$ cat config.mk
export PLATFORM = sky130hd
export DESIGN_NAME = msg_doorbell_frame
export DESIGN_NICKNAME = d
export VERILOG_FILES = /design/src/rtl/msgdb_pkg.sv /design/src/rtl/msgdb_decode.sv /design/src/rtl/msgdb_pulse.sv /design/src/rtl/msgdb_regs.sv /design/src/rtl/msg_doorbell_frame.sv
export SDC_FILE = /design/constraint.sdc
export NUM_CORES = 1
export LEC_CHECK = 0
export ABC_AREA = 1
export BUFFER_PORTS_ARGS = -buffer_cell sky130_fd_sc_hd__clkbuf_2
export CORE_AREA = 8 8 68 70
export DETAILED_ROUTE_END_ITERATION = 7
export DIE_AREA = 0 0 76 78
export PLACE_DENSITY = 0.75
export REMOVE_ABC_BUFFERS = 1
export SLEW_MARGIN = 20
export SYNTH_ARGS = -nofsm -noshare
export SYNTH_HDL_FRONTEND = slang
export SYNTH_SLANG_ARGS = --single-unit
$ cat constraint.sdc
create_clock -name clk -period 0.8 [get_ports clk]
set_clock_uncertainty 0.05 [all_clocks]
set_input_delay 0.08 -clock clk [delete_from_list [all_inputs] [get_ports clk]]
set_output_delay 0.08 -clock clk [all_outputs]
set_load 0.01 [all_outputs]
$ cat src/rtl/msgdb_pkg.sv
package msgdb_pkg;
    localparam int unsigned  SPI_ID_OFS   = 32;
    localparam logic [11:0]  OFS_DESC     = 12'h008;
    localparam logic [11:0]  OFS_ERR      = 12'h010;
    localparam logic [11:0]  OFS_DOORBELL = 12'h040;

    typedef enum logic [0:0] {
        ST_IDLE    = 1'b0,
        ST_RD_RESP = 1'b1
    } rsp_state_e;
endpackage

$ cat src/rtl/msgdb_decode.sv
module msgdb_decode
    import msgdb_pkg::*;
#(
    parameter int unsigned BASE_SPI = 64,
    parameter int unsigned NUM_SPI  = 16,
    parameter int unsigned LINE_W   = 4
) (
    input  logic              db_wr_i,
    input  logic [31:0]       id_i,
    output logic              hit_o,
    output logic              miss_o,
    output logic [LINE_W-1:0] line_o
);
    localparam logic [31:0] ID_LO = 32'(BASE_SPI + SPI_ID_OFS);
    localparam logic [31:0] ID_HI = 32'(BASE_SPI + SPI_ID_OFS + NUM_SPI - 1);

    logic in_range;

    always_comb begin
        in_range = (id_i >= ID_LO) && (id_i <= ID_HI);
        hit_o    = db_wr_i && in_range;
        miss_o   = db_wr_i && !in_range;
        line_o   = LINE_W'(id_i - ID_LO);
    end
endmodule

$ cat src/rtl/msgdb_pulse.sv
module msgdb_pulse #(
    parameter int unsigned NUM_SPI = 16,
    parameter int unsigned LINE_W  = 4
) (
    input  logic               clk,
    input  logic               rst_n,
    input  logic               fire_i,
    input  logic [LINE_W-1:0]  line_i,
    output logic [NUM_SPI-1:0] pulse_o
);
    logic [NUM_SPI-1:0] pulse_q;

    for (genvar g = 0; g < NUM_SPI; g++) begin : g_line
        always_ff @(posedge clk) begin
            if (!rst_n) pulse_q[g] <= 1'b0;
            else        pulse_q[g] <= fire_i && (line_i == LINE_W'(g));
        end
    end

    assign pulse_o = pulse_q;


    pulse_cause_chk: assert property (@(posedge clk) disable iff (!rst_n)
        (|pulse_q) |-> $past(fire_i));


    pulse_single_line_chk: assert property (@(posedge clk) disable iff (!rst_n)
        fire_i |=> ($countones(pulse_q) == 1));
endmodule

$ cat src/rtl/msgdb_regs.sv
module msgdb_regs
    import msgdb_pkg::*;
#(
    parameter int unsigned BASE_SPI = 64,
    parameter int unsigned NUM_SPI  = 16,
    parameter int unsigned ADDR_W   = 12
) (
    input  logic              clk,
    input  logic              rst_n,
    input  logic              acc_i,
    input  logic              wr_i,
    input  logic [ADDR_W-1:0] addr_i,
    input  logic              db_miss_i,
    output logic              rsp_valid_o,
    output logic [31:0]       rsp_rdata_o
);
    localparam logic [31:0] DESC_WORD = {6'd0, 10'(BASE_SPI), 6'd0, 10'(NUM_SPI)};

    rsp_state_e  state_q, state_d;
    logic        err_q;
    logic [31:0] rdata_q;
    logic [31:0] rd_word;
    logic        rd_acc;

    assign rd_acc = acc_i && !wr_i;

    always_comb begin
        state_d = ST_IDLE;
        unique case (state_q)
            ST_IDLE:    state_d = rd_acc ? ST_RD_RESP : ST_IDLE;
            ST_RD_RESP: state_d = rd_acc ? ST_RD_RESP : ST_IDLE;
            default:    state_d = ST_IDLE;
        endcase
    end

    always_ff @(posedge clk) begin
        if (!rst_n) state_q <= ST_IDLE;
        else        state_q <= state_d;
    end

    always_comb begin
        if (addr_i == ADDR_W'(OFS_DESC))     rd_word = DESC_WORD;
        else if (addr_i == ADDR_W'(OFS_ERR)) rd_word = {31'd0, err_q};
        else                                 rd_word = 32'd0;
    end

    always_ff @(posedge clk) begin
        if (!rst_n) begin
            rdata_q <= 32'd0;
            err_q   <= 1'b0;
        end else begin
            rdata_q <= rd_acc ? rd_word : 32'd0;
            err_q   <= err_q | db_miss_i;
        end
    end

    always_comb begin
        rsp_valid_o = (state_q == ST_RD_RESP);
        rsp_rdata_o = rdata_q;
    end


    err_sticky_chk: assert property (@(posedge clk) disable iff (!rst_n)
        err_q |=> err_q);


    rsp_from_read_chk: assert property (@(posedge clk) disable iff (!rst_n)
        rsp_valid_o |-> $past(acc_i && !wr_i));


    desc_read_chk: assert property (@(posedge clk) disable iff (!rst_n)
        (rsp_valid_o && $past(addr_i == ADDR_W'(OFS_DESC))) |-> (rsp_rdata_o == DESC_WORD));


    doorbell_read_zero_chk: assert property (@(posedge clk) disable iff (!rst_n)
        (rsp_valid_o && $past(addr_i == ADDR_W'(OFS_DOORBELL))) |-> (rsp_rdata_o == 32'd0));
endmodule

$ cat src/rtl/msg_doorbell_frame.sv
module msg_doorbell_frame
    import msgdb_pkg::*;
#(
    parameter int unsigned BASE_SPI = 64,
    parameter int unsigned NUM_SPI  = 16,
    parameter int unsigned ADDR_W   = 12
) (
    input  logic               clk,
    input  logic               rst_n,
    input  logic               req_valid,
    output logic               req_ready,
    input  logic               req_write,
    input  logic [ADDR_W-1:0]  req_addr,
    input  logic [31:0]        req_wdata,
    output logic               rsp_valid,
    output logic [31:0]        rsp_rdata,
    output logic [NUM_SPI-1:0] irq_pulse
);
    localparam int unsigned LINE_W = (NUM_SPI > 1) ? $clog2(NUM_SPI) : 1;

    logic              acc;
    logic              db_wr;
    logic              db_hit;
    logic              db_miss;
    logic [LINE_W-1:0] db_line;

    assign req_ready = 1'b1;
    assign acc       = req_valid && req_ready;
    assign db_wr     = acc && req_write && (req_addr == ADDR_W'(OFS_DOORBELL));

    msgdb_decode #(.BASE_SPI(BASE_SPI), .NUM_SPI(NUM_SPI), .LINE_W(LINE_W)) u_decode (
        .db_wr_i (db_wr),
        .id_i    (req_wdata),
        .hit_o   (db_hit),
        .miss_o  (db_miss),
        .line_o  (db_line)
    );

    msgdb_pulse #(.NUM_SPI(NUM_SPI), .LINE_W(LINE_W)) u_pulse (
        .clk     (clk),
        .rst_n   (rst_n),
        .fire_i  (db_hit),
        .line_i  (db_line),
        .pulse_o (irq_pulse)
    );

    msgdb_regs #(.BASE_SPI(BASE_SPI), .NUM_SPI(NUM_SPI), .ADDR_W(ADDR_W)) u_regs (
        .clk         (clk),
        .rst_n       (rst_n),
        .acc_i       (acc),
        .wr_i        (req_write),
        .addr_i      (req_addr),
        .db_miss_i   (db_miss),
        .rsp_valid_o (rsp_valid),
        .rsp_rdata_o (rsp_rdata)
    );


    no_pulse_on_miss_chk: assert property (@(posedge clk) disable iff (!rst_n)
        db_miss |=> (irq_pulse == '0));


    desc_write_inert_chk: assert property (@(posedge clk) disable iff (!rst_n)
        (acc && req_write && (req_addr == ADDR_W'(OFS_DESC))) |=> (irq_pulse == '0));


    always_comb begin
        ready_high_chk: assert (req_ready == 1'b1);
    end
endmodule

# Word level (Yosys, flattened, before mapping)
# Cells that the tools add are included.
word_totals:
  elab_cells: 77
  inputBits: 48
  register_bits: 50
op_classes:
  bitwise_logic: 4
  n_lt_le_gt_ge: 2
  mux: 3
  add_sub_neg: 1
  reduce_logical: 28
  n_eq_ne: 18
ops:
  columns: ["op", "n"]
  rows:
  - ["$eq A4 B4 Y1 const B", 8]
  - ["$ge A32 B7 Y1 const B", 1]
  - ["$le A32 B7 Y1 const B", 1]
  - ["$mux W23", 1]
  - ["$logic_and A1 B1 Y1", 22]
  - ["$eq A4 B3 Y1 const B", 4]
  - ["$eq A12 B4 Y1 const B", 1]
  - ["$eq A12 B5 Y1 const B", 1]
  - ["$eq A12 B7 Y1 const B", 1]
  - ["$eq A4 B2 Y1 const B", 2]
  - ["$eq A4 B1 Y1 const B", 1]
  - ["$logic_not A4 Y1", 1]
  - ["$reduce_or A4 Y1", 1]
  - ["$sub A4 B1 Y4 const B", 1]
  - ["$not A1 Y1", 3]
  - ["$reduce_or A3 Y1", 1]
  - ["$logic_not A1 Y1", 2]
  - ["$mux W1", 2]
  - ["$reduce_and A2 Y1", 1]
  - ["$or A1 B1 Y1", 1]

# Depth between registers and ports, before layout
# Gate-level depths: netlist of the first run.
logic_depth:
  depth_word: 5
  ltp_mapped: 8

# By module
# From an unflattened synthesis of the first run, not the netlist that was laid out.
hier_totals:
  hier_cells: 196
  area_unflattened_um2: 1223.7
modules_own_cells:
  columns: ["module", "seq_area_each_um2", "area_each_um2", "instances", "cells_per_inst"]
  rows:
  - ["msgdb_pulse", 320.3, 451.7, 1, 51]
  - ["msgdb_regs", 80.1, 415.4, 1, 58]
  - ["msgdb_decode", 0.0, 270.3, 1, 66]
  - ["msg_doorbell_frame", 0.0, 86.3, 1, 21]

# Least setup slack after synthesis of the first run
# OpenSTA, ideal clock, no wires.
synth_timing:
  path_kind: "input to register"
  from: "input port req_addr[8]"
  to: "register u_pulse.pulse_q[0] (netlist: u_pulse.pulse_o[0])"
  path_stages: 7
  t_arrival_ps: 736
  path_slack_ps: -51
  setup_ps: 65
  path_cell_list: "inv_1 > nand2_1 > nor3_2 > nand2_2 > nor2_4 > nand3_2 > nor2_1"
synth_between:
  elab_chain_cells: 4
synth_rtl:
  columns: ["item", "line_no", "text"]
  rows:
  - ["from (decl)", "msg_doorbell_frame.sv:13", "input logic [ADDR_W-1:0] req_addr,"]
  - ["$eq A12 B7 Y1", "msg_doorbell_frame.sv:29", "assign db_wr = acc && req_write && (req_addr == ADDR_W'(OFS_DOORBELL));"]
  - ["$logic_and A1 B1 Y1", "msg_doorbell_frame.sv:29", null]
  - ["$logic_and A1 B1 Y1", "msgdb_decode.sv:21", "hit_o = db_wr_i && in_range;"]
  - ["$logic_and A1 B1 Y1", "msgdb_pulse.sv:16", "else pulse_q[g] <= fire_i && (line_i == LINE_W'(g));"]
  - ["to (signal, indexed assignment)", "msgdb_pulse.sv:16", null]
  - ["to (decl)", "msgdb_pulse.sv:11", "logic [NUM_SPI-1:0] pulse_q;"]
# Every way passes these cells.
# A chain may end at the register's enable or synchronous reset.

==> flow_summary_export.csv, run 1 <==
group,metric,value,unit
outcome,status,"finished, violations left",
outcome,violations,"hold timing, setup timing",
power_and_ir_drop,pwr-share-clk,29.1,%
worst_setup_path,required,0.67,ns
grt,antenna_found_initial,0,
clock_tree,cts-root-buf,"clkbuf_4",
final_layout,multi_input_area,632,um2
die,io_pins,98,
die,coreArea,3550,um2
worst_setup_path,cp.arrival,0.75,ns
synthesis,synth_area_leaders,"dfxtp_1 33%, buf_4 19%, nor2_1 14%",
clock_tree,cts_tree,"built",
run,cap_violations,0,
placed_design,place_hpwl,2770,um
worst_setup_path,critical_path.max_stage_delay,0.34,ns
placed_design,portBuffers,67,
die,fp.dieH,78,um
route,firstDrtPassIters,4,
synthesis,synth_cells,181,
sta,setup_viol,36,
placed_design,routabilityCongestion,0.749,
sta,period_minus_slack,0.883,ns
sta,whs,-0.0118,ns
power_and_ir_drop,p_per_area,1120,nW/um2
clock_tree,ctsLongestPathBuffers,2,
sta,finalMaxSlewViolations,0,
die,start_util,34.0,%
route,first_iter_violations,67,
worst_setup_path,slowest_stage,"dfxtp_2",
die,dieArea,5930,um2
die,rows,22,
worst_setup_path,critPathKind,"reg2out",
sta,period_share,110,%
synthesis,synthesis.area_per_instance,6.68,um2
power_and_ir_drop,p_sw,513,uW
synthesis,ys_seq_elements,20,
worst_setup_path,start_kind,"flop",
final_layout,final_layout_size_suffix_gt1_share,45.7,%
sta,rsz0062_at_grt,"yes",
clock_tree,cts_max_level,1,
synthesis,synth.top_cell.area_share,33.1,%
power_and_ir_drop,combinationalPowerShare,19.7,%
grt,grt_pass1_vias,1308,
power_and_ir_drop,p_leak,0.000935,uW
hold_path,min_path_type,"in2reg",
worst_setup_path,path_buf_inv,1,
route,routed_wl,3140,um
route,post-route-drc-count,0,
final_layout,layout_commonest_cell,"clkbuf_2",
power_and_ir_drop,pwr-share-seq,51.2,%
final_layout,register_area,414,um2
sta,max_freq,1.13,GHz
route,vias,1202,
final_layout,final_cell_mix,"45 x clkbuf_2, 32 x inv_1, 30 x conb_1, 29 x nor2_1, 28 x nand2_1",
power_and_ir_drop,vdd_ir_drop_max,0.387,mV
die,die_w,76,um
power_and_ir_drop,internal_power,1440,uW
sta,hold_violations,2,
grt,overflow,0,
synthesis,yosysSeqAreaShare,33.1,%
clock_tree,clock-sinks,20,
final_layout,fin_area,1750,um2
grt,grt_max_degree,12,
power_and_ir_drop,p_sw_share,26.3,%
power_and_ir_drop,total_power,1950,uW
final_layout,fill_cells,357,
synthesis,ys_types,18,
synthesis,synth_area,1210,um2
worst_setup_path,critPathTopFamily,"flip-flops",
clock_tree,clkTransAtPathRegs,0.10,ns
final_layout,antennaDiodeCount,0,
final_layout,area_growth,44.5,%
sta,fin_ws,-0.0825,ns
route,viasPerCell,3.93,
synthesis,synth_top_area_cell,"dfxtp_1",
route,ant_nets,0,
route,avgRoutedWirePerCell,10.2,um
placed_design,placed_area,1540,um2
grt,grt_use_total,9.83,%
synthesis,yosys_warnings,0,
grt,grt_first_pass_wirelength,4970,um
clock_tree,worst_skew_pair.late_latency,0.30,ns
worst_setup_path,worstPathCellList,"buf_6",
worst_setup_path,crit_fanout,2,
worst_setup_path,end_kind,"output pin",
clock_tree,numCtsBuffers,3,
final_layout,fin_nets,307,
==> per-stage QoR <==
stage | setup slack, ns | cells | util (%) | setup TNS (ns)
floorplan | -0.0512 | 178 | - | -0.847
global placement | -0.278 | 302 | 43.5 | -4.40
detailed placement | -0.291 | 302 | 43.5 | -4.87
CTS | -0.0904 | 306 | 44.6 | -1.60
global route | -0.145 | 306 | 49.2 | -4.04
finish | -0.0825 | 306 | 49.2 | -1.89
==> final cells by class <==
type                            count  area share, %
Timing Repair Buffer               76           27.7
Multi-Input combinational cell    126           36.2
Clock buffer                        4           2.08
Sequential cell                    20           23.7
Tap cell                           48           3.44
Inverter                           32           6.88
==> synthesized netlist by cell type <==
| library cell | number |
|---|---|
| nand2_2 | 1 |
| buf_4 | 31 |
| nand3b_1 | 1 |
| nand2_1 | 29 |
| and2_0 | 1 |
| nand3_1 | 3 |
| nor4_1 | 1 |
| a21oi_1 | 1 |
| nor4b_1 | 1 |
| inv_1 | 32 |
| dfxtp_1 | 20 |
| nor2_1 | 45 |
| nor2_4 | 2 |
| nor3_2 | 2 |
| conb_1 | 2 |
| nor3_1 | 4 |
| nand3_2 | 4 |
| nand4_2 | 1 |
==> metal layers <==
| metal | GRT usage, % | wire (um) | vias to the layer above |
|---|---|---|---|
| li1 | - | - | 625 |
| met1 | 11.0 | 1320 | 500 |
| met2 | 16.8 | 1520 | 73 |
| met3 | 3.11 | 250 | 4 |
| met4 | 4.12 | 38 | 0 |
| met5 | 0 | 0 | - |
==> worst reg2reg max path, delay by kind of cell (launching register included) <==
family	cells	cell delay (ns)
flops	1	0.34
simple gates	2	0.28
==> power by group through the flow <==
| stage | Combinational, uW | Sequential [uW] | Clock, uW |
|---|---|---|---|
| 3_5_place_dp | 351 | 1020 | 0 |
| 3_3_place_gp | 344 | 1020 | 0 |
| 2_1_floorplan | 163 | 1020 | 0 |
| 4_1_cts | 352 | 997 | 569 |
| 6_report | 384 | 997 | 567 |
| 5_1_grt | 434 | 997 | 640 |
==> sequential cells by signal, summed over array words and instances, names as in the netlist <==
name,cells
u_regs.rsp_rdata_o,2
u_regs.rsp_valid_o,1
u_regs.err_q,1
u_pulse.pulse_o,16
==> cells by family (layout without fill, tap and decap cells) <==
logic type	Yosys count	count (layout)	synth area share, %
AO/OA/AOI/OAI	1	1	0.414
buffers and inverters	63	112	29.2
flip-flops	20	20	33.1
other	2	30	0.621
AND/OR/NAND/NOR	95	95	36.6
==> worst paths after layout <==
path	startpoint	end	slack, ns	cells past startpoint
worst max-delay path	u_regs.rsp_rdata_o[4]	rsp_rdata[22]	-0.08	1
worst min-delay path	req_addr[6]	u_regs.rsp_rdata_o[0]	-0.01	4
worst max register to register	u_regs.err_q	u_regs.rsp_rdata_o[0]	0.05	2
worst min register to register	u_regs.err_q	u_regs.err_q	0.40	2
==> timing repair <==
action | 4_1_cts | 5_1_grt
endpoints found under the hold margin | 2 | 1
gates resized for setup | 3 | 62
setup buffers | 0 | 0
pin swaps | 0 | 6
setup endpoints to repair | 20 | 38
Note: power is estimated with default switching activity, not from simulation.
==> inputs of run 2 (changes only) <==
==> constraint.sdc (replaced) <==
create_clock -name clk -period 0.8 [get_ports clk]
set_clock_uncertainty 0.05 [all_clocks]
set_input_delay 0.16 -clock clk [delete_from_list [all_inputs] [get_ports clk]]
set_output_delay 0.16 -clock clk [all_outputs]
set_load 0.01 [all_outputs]
==> run 2 against run 1 <==
Effect of this change:
- the run ends with setup timing left
- maximum frequency is 8.7% lower
- sequential cell count stayed put
- register-to-register slack hardly changed
- clock-buffer cell count stayed put
- combinational power is 6.5% higher
- final cell count is 0.65% higher
- hold slack better by 0.079 ns
- critical path depth stayed put
- first-iteration DRC count is 63% lower
- routed wire length is 5.8% higher
- worst setup slack worse by 0.084 ns
- critical path type unchanged
==> flow_summary_export.csv, run 2 (synthesis gave the netlist of run 1 again) <==
group,metric,value,unit
grt,grt_first_pass_wirelength,5110,um
sta,rsz0062_at_grt,"yes",
route,avgRoutedWirePerCell,10.8,um
sta,period_share,121,%
sta,max_freq,1.03,GHz
final_layout,antennaDiodeCount,0,
final_layout,final_layout_size_suffix_gt1_share,47.7,%
sta,fin_ws,-0.167,ns
placed_design,dp_worst_setup_slack,-0.369,ns
power_and_ir_drop,vdd_ir_drop_max,0.463,mV
outcome,status,"finished, violations left",
run,cap_violations,0,
placed_design,portBuffers,67,
grt,grt_pass1_vias,1317,
die,start_util,34.0,%
placed_design,routabilityCongestion,0.748,
worst_setup_path,timing.rr.start,"u_regs.err_q",
clock_tree,ctsLongestPathBuffers,2,
die,rows,22,
worst_setup_path,critPathKind,"reg2out",
worst_setup_path,rr_endpoint,"u_regs.rsp_rdata_o[0]",
die,dieArea,5930,um2
sta,hold_violations,0,
clock_tree,numCtsBuffers,3,
grt,grt_max_degree,12,
grt,antenna_found_initial,0,
clock_tree,cts-root-buf,"clkbuf_4",
route,routed_wl,3320,um
route,post-route-drc-count,0,
clock_tree,clkTransAtPathRegs,0.10,ns
route,first_iter_violations,25,
placed_design,place_hpwl,2790,um
worst_setup_path,slowest_stage,"dfxtp_2",
clock_tree,cts_max_level,1,
sta,tns,-5.25,ns
final_layout,fin_nets,309,
worst_setup_path,crit_fanout,2,
worst_setup_path,path_buf_inv,1,
worst_setup_path,r2r_cells,2,
final_layout,largest_reg_flops,16,
route,firstDrtPassIters,4,
worst_setup_path,worstPathCellList,"buf_2",
sta,finalMaxSlewViolations,0,
clock_tree,clock-sinks,20,
sta,period_minus_slack,0.967,ns
placed_design,dp_cells,302,
worst_setup_path,critical_path.max_stage_delay,0.33,ns
grt,grt_use_total,10.3,%
route,viasPerCell,4.00,
route,vias,1232,
worst_setup_path,cp.arrival,0.76,ns
clock_tree,worst_skew_pair.late_latency,0.30,ns
clock_tree,cts_tree,"built",
die,coreArea,3550,um2
die,die_w,76,um
final_layout,fill_cells,349,
worst_setup_path,required,0.59,ns
route,ant_nets,0,
worst_setup_path,end_kind,"output pin",
grt,overflow,0,
worst_setup_path,ff2ff_setup_slack,0.05,ns
power_and_ir_drop,p_per_area,1090,nW/um2
power_and_ir_drop,p_leak,0.000950,uW
worst_setup_path,start_kind,"flop",
hold_path,min_path_type,"in2reg",
final_layout,area_growth,49.3,%
worst_setup_path,critPathTopFamily,"flip-flops",
final_layout,layout_commonest_cell,"clkbuf_2",
die,io_pins,98,
power_and_ir_drop,total_power,1970,uW
final_layout,fin_cells,308,
die,fp.dieH,78,um
worst_setup_path,path_depth,1,
worst_setup_path,startpoint,"u_regs.rsp_rdata_o[4]",
outcome,violations,"setup timing",
worst_setup_path,crit_path_end,"rsp_rdata[4]",
sta,setup_viol,36,
final_layout,final_cell_mix,"42 x clkbuf_2, 30 x inv_1, 30 x conb_1, 27 x nand2_1, 26 x nor2_1",
run 2: metal layers:
layer | global-route usage (%) | part of all wire [%] | vias to the layer above
met4 | 4.12 | 2.0 | 0
li1 | - | - | 631
met5 | 0 | 0 | -
met1 | 11.1 | 39 | 523
met2 | 18.0 | 51 | 71
met3 | 3.80 | 7.7 | 7
run 2: layout make-up:
| cell class | count | area [um2] | area share [%] |
|---|---|---|---|
| clock buffers | 4 | 36.3 | 2.01 |
| inverters | 32 | 120 | 6.66 |
| multi-input cells | 126 | 664 | 36.8 |
| flip-flops and latches | 20 | 412 | 22.8 |
| well taps | 48 | 60.1 | 3.33 |
| repair buffers | 78 | 512 | 28.4 |
run 2: how the worst min path moves through the flow:
| stage | from | end | depth (start not counted) |
|---|---|---|---|
| global placement | req_addr[10] | u_regs.rsp_rdata_o[4] | 4 |
| finish | req_addr[11] | u_regs.rsp_rdata_o[4] | 4 |
| floorplan | req_valid | u_regs.rsp_valid_o | 2 |
| CTS | req_addr[11] | u_regs.rsp_rdata_o[4] | 4 |
| detailed placement | req_addr[10] | u_regs.rsp_rdata_o[4] | 4 |
| global route | req_addr[11] | u_regs.rsp_rdata_o[4] | 4 |
run 2: what timing repair did:
action / 4_1_cts / 5_1_grt
pin swaps: 4 / 8
hold buffers: 0 / 0
endpoints found under the setup margin: 36 / 37
gates resized for setup: 7 / 65
setup buffers: 1 / 1
run 2: per-stage QoR:
stage | cell area [um2] | utilization [%] | hold WS [ns]
after global routing | 1800 | 50.8 | 0.0564
after global placement | 1540 | 43.5 | 0.379
after CTS | 1600 | 45.2 | 0.0497
after floorplan | 1080 | - | 0.245
after detailed placement | 1540 | 43.5 | 0.382
final | 1800 | 50.8 | 0.0674
run 2: report_power, final:
group	internal, uW	switching, uW
combinational	176	233
clock	278	291
sequential	996	0.305
==> inputs of run 3 (changes only) <==
BUFFER_PORTS_ARGS = -buffer_cell sky130_fd_sc_hd__buf_4   (was -buffer_cell sky130_fd_sc_hd__clkbuf_2)
==> run 3 against run 2 <==
Effect of this change:
- critical endpoint is now irq_pulse[1]
- critical path depth unchanged
- die area stayed put
- worst setup slack got worse by 0.0011 ns
- critical path type unchanged
- the run still ends with setup timing left
- final area up 7.8%
- routed wire length up 0.66%
- clock-buffer cell count shrank 1
- non-clock buffer count decreased by 5
- highest routed layer unchanged
- final cell count is 1.6% lower
==> flow_summary_export.csv, run 3 (synthesis gave the netlist of run 1 again) <==
group,metric,value,unit
outcome,status,"finished, violations left",
outcome,violations,"setup timing",
final_layout,antennaDiodeCount,0,
grt,grt_max_degree,13,
clock_tree,cts-root-buf,"clkbuf_4",
clock_tree,numCtsBuffers,3,
grt,grtUsageMet2,18.9,%
worst_setup_path,crit_fanout,1,
die,dieArea,5930,um2
worst_setup_path,worstPathCellList,"buf_6",
power_and_ir_drop,p_leak,0.000973,uW
worst_setup_path,ff2ff_setup_slack,0.03,ns
worst_setup_path,cp.arrival,0.76,ns
route,post-route-drc-count,0,
sta,rsz0062_at_grt,"yes",
sta,setup_viol,37,
clock_tree,clkTransAtPathRegs,0.11,ns
grt,use_met3,3.11,%
clock_tree,ctsLongestPathBuffers,2,
route,avgRoutedWirePerCell,11.0,um
grt,met1_usage,11.9,%
die,start_util,34.0,%
grt,overflow,0,
route,first_iter_violations,67,
placed_design,portBuffers,67,
sta,max_freq,1.03,GHz
die,io_pins,98,
worst_setup_path,critical_path.max_stage_delay,0.34,ns
grt,antenna_found_initial,0,
clock_tree,cts_max_level,1,
sta,finalMaxSlewViolations,0,
route,routed_wl,3340,um
worst_setup_path,startpoint,"u_pulse.pulse_o[1]",
placed_design,dp_worst_setup_slack,-0.396,ns
final_layout,fill_cells,337,
grt,grt_use_total,10.6,%
worst_setup_path,slowest_stage,"dfxtp_2",
worst_setup_path,required,0.59,ns
final_layout,area_growth,60.9,%
worst_setup_path,r2r_cells,2,
worst_setup_path,start_kind,"flop",
power_and_ir_drop,p_per_area,1170,nW/um2
sta,period_share,121,%
final_layout,final_cell_mix,"44 x buf_4, 32 x nor2_1, 30 x conb_1, 29 x buf_6, 27 x inv_1",
clock_tree,worst_skew_pair.late_latency,0.30,ns
clock_tree,cts_tree,"built",
die,die_w,76,um
sta,hold_violations,0,
worst_setup_path,critPathTopFamily,"flip-flops",
worst_setup_path,timing.rr.start,"u_regs.err_q",
final_layout,final_util,54.8,%
clock_tree,clock-sinks,20,
die,fp.dieH,78,um
route,viasPerCell,3.94,
grt,grt_first_pass_wirelength,5370,um
power_and_ir_drop,vdd_ir_drop_max,0.539,mV
grt,grt_pass1_vias,1318,
worst_setup_path,path_depth,1,
clock_tree,ctsHoldBuffers,0,
route,vias,1194,
worst_setup_path,critPathKind,"reg2out",
worst_setup_path,path_buf_inv,1,
worst_setup_path,rr_endpoint,"u_regs.rsp_rdata_o[0]",
placed_design,place_hpwl,2870,um
worst_setup_path,crit_path_end,"irq_pulse[1]",
final_layout,final_layout_size_suffix_gt1_share,50.2,%
placed_design,routabilityCongestion,0.803,
final_layout,fin_area,1940,um2
hold_path,min_path_type,"in2reg",
placed_design,placed_area,1670,um2
final_layout,largest_reg_flops,16,
route,firstDrtPassIters,6,
final_layout,fin_nets,304,
sta,tns,-4.73,ns
final_layout,layout_commonest_cell,"buf_4",
run,cap_violations,0,
route,ant_nets,0,
grt,busiest_layer,"met2",
worst_setup_path,end_kind,"output pin",
die,rows,22,
sta,fin_ws,-0.168,ns
die,coreArea,3550,um2
sta,period_minus_slack,0.968,ns
==> run 3: what timing repair did <==
item / CTS / global route
endpoints found under the hold margin: 0 / 0
setup endpoints to repair: 36 / 38
buffers inserted: 1 / 1
pin swaps: 2 / 11
resized for setup: 43 / 31
==> run 3: area by class of cell <==
class	instances	area, um2	share of cell area [%]
flip-flops and latches	20	424	21.8
clock inverters	1	30.0	1.54
well taps	48	60.1	3.09
multi-input cells	126	631	32.4
inverters	32	120	6.18
clock buffers	3	22.5	1.16
repair buffers	73	657	33.8
==> run 3: how the worst min path moves through the flow <==
stage               cells after the start  slack (ns)         start               endpoint
floorplan                               2        0.25     req_valid     u_regs.rsp_valid_o
global placement                        4        0.37  req_addr[11]  u_regs.rsp_rdata_o[4]
detailed placement                      4        0.37  req_addr[10]  u_regs.rsp_rdata_o[4]
CTS                                     4        0.04  req_addr[10]  u_regs.rsp_rdata_o[4]
global route                            4        0.04  req_addr[11]  u_regs.rsp_rdata_o[4]
finish                                  4        0.05  req_addr[11]  u_regs.rsp_rdata_o[4]
==> run 3: power breakdown <==
group	internal (uW)	total [uW]	switching, uW
Sequential	996	997	0.832
Clock	507	814	307
Combinational	230	458	228
==> run 3: stage by stage <==
| stage | instances | hold slack, ns | power (uW) |
|---|---|---|---|
| floorplan | 178 | 0.245 | 1180 |
| global placement | 297 | 0.369 | 1410 |
| detailed placement | 297 | 0.371 | 1420 |
| CTS | 302 | 0.0366 | 2230 |
| global route | 303 | 0.0446 | 2370 |
| finish | 303 | 0.0466 | 2270 |
==> run 3: routing by layer <==
metal / vias up / part of all wire (%)
met5: - / 0
met1: 498 / 43
met3: 4 / 6.8
li1: 619 / -
met2: 73 / 49
met4: 0 / 0.81
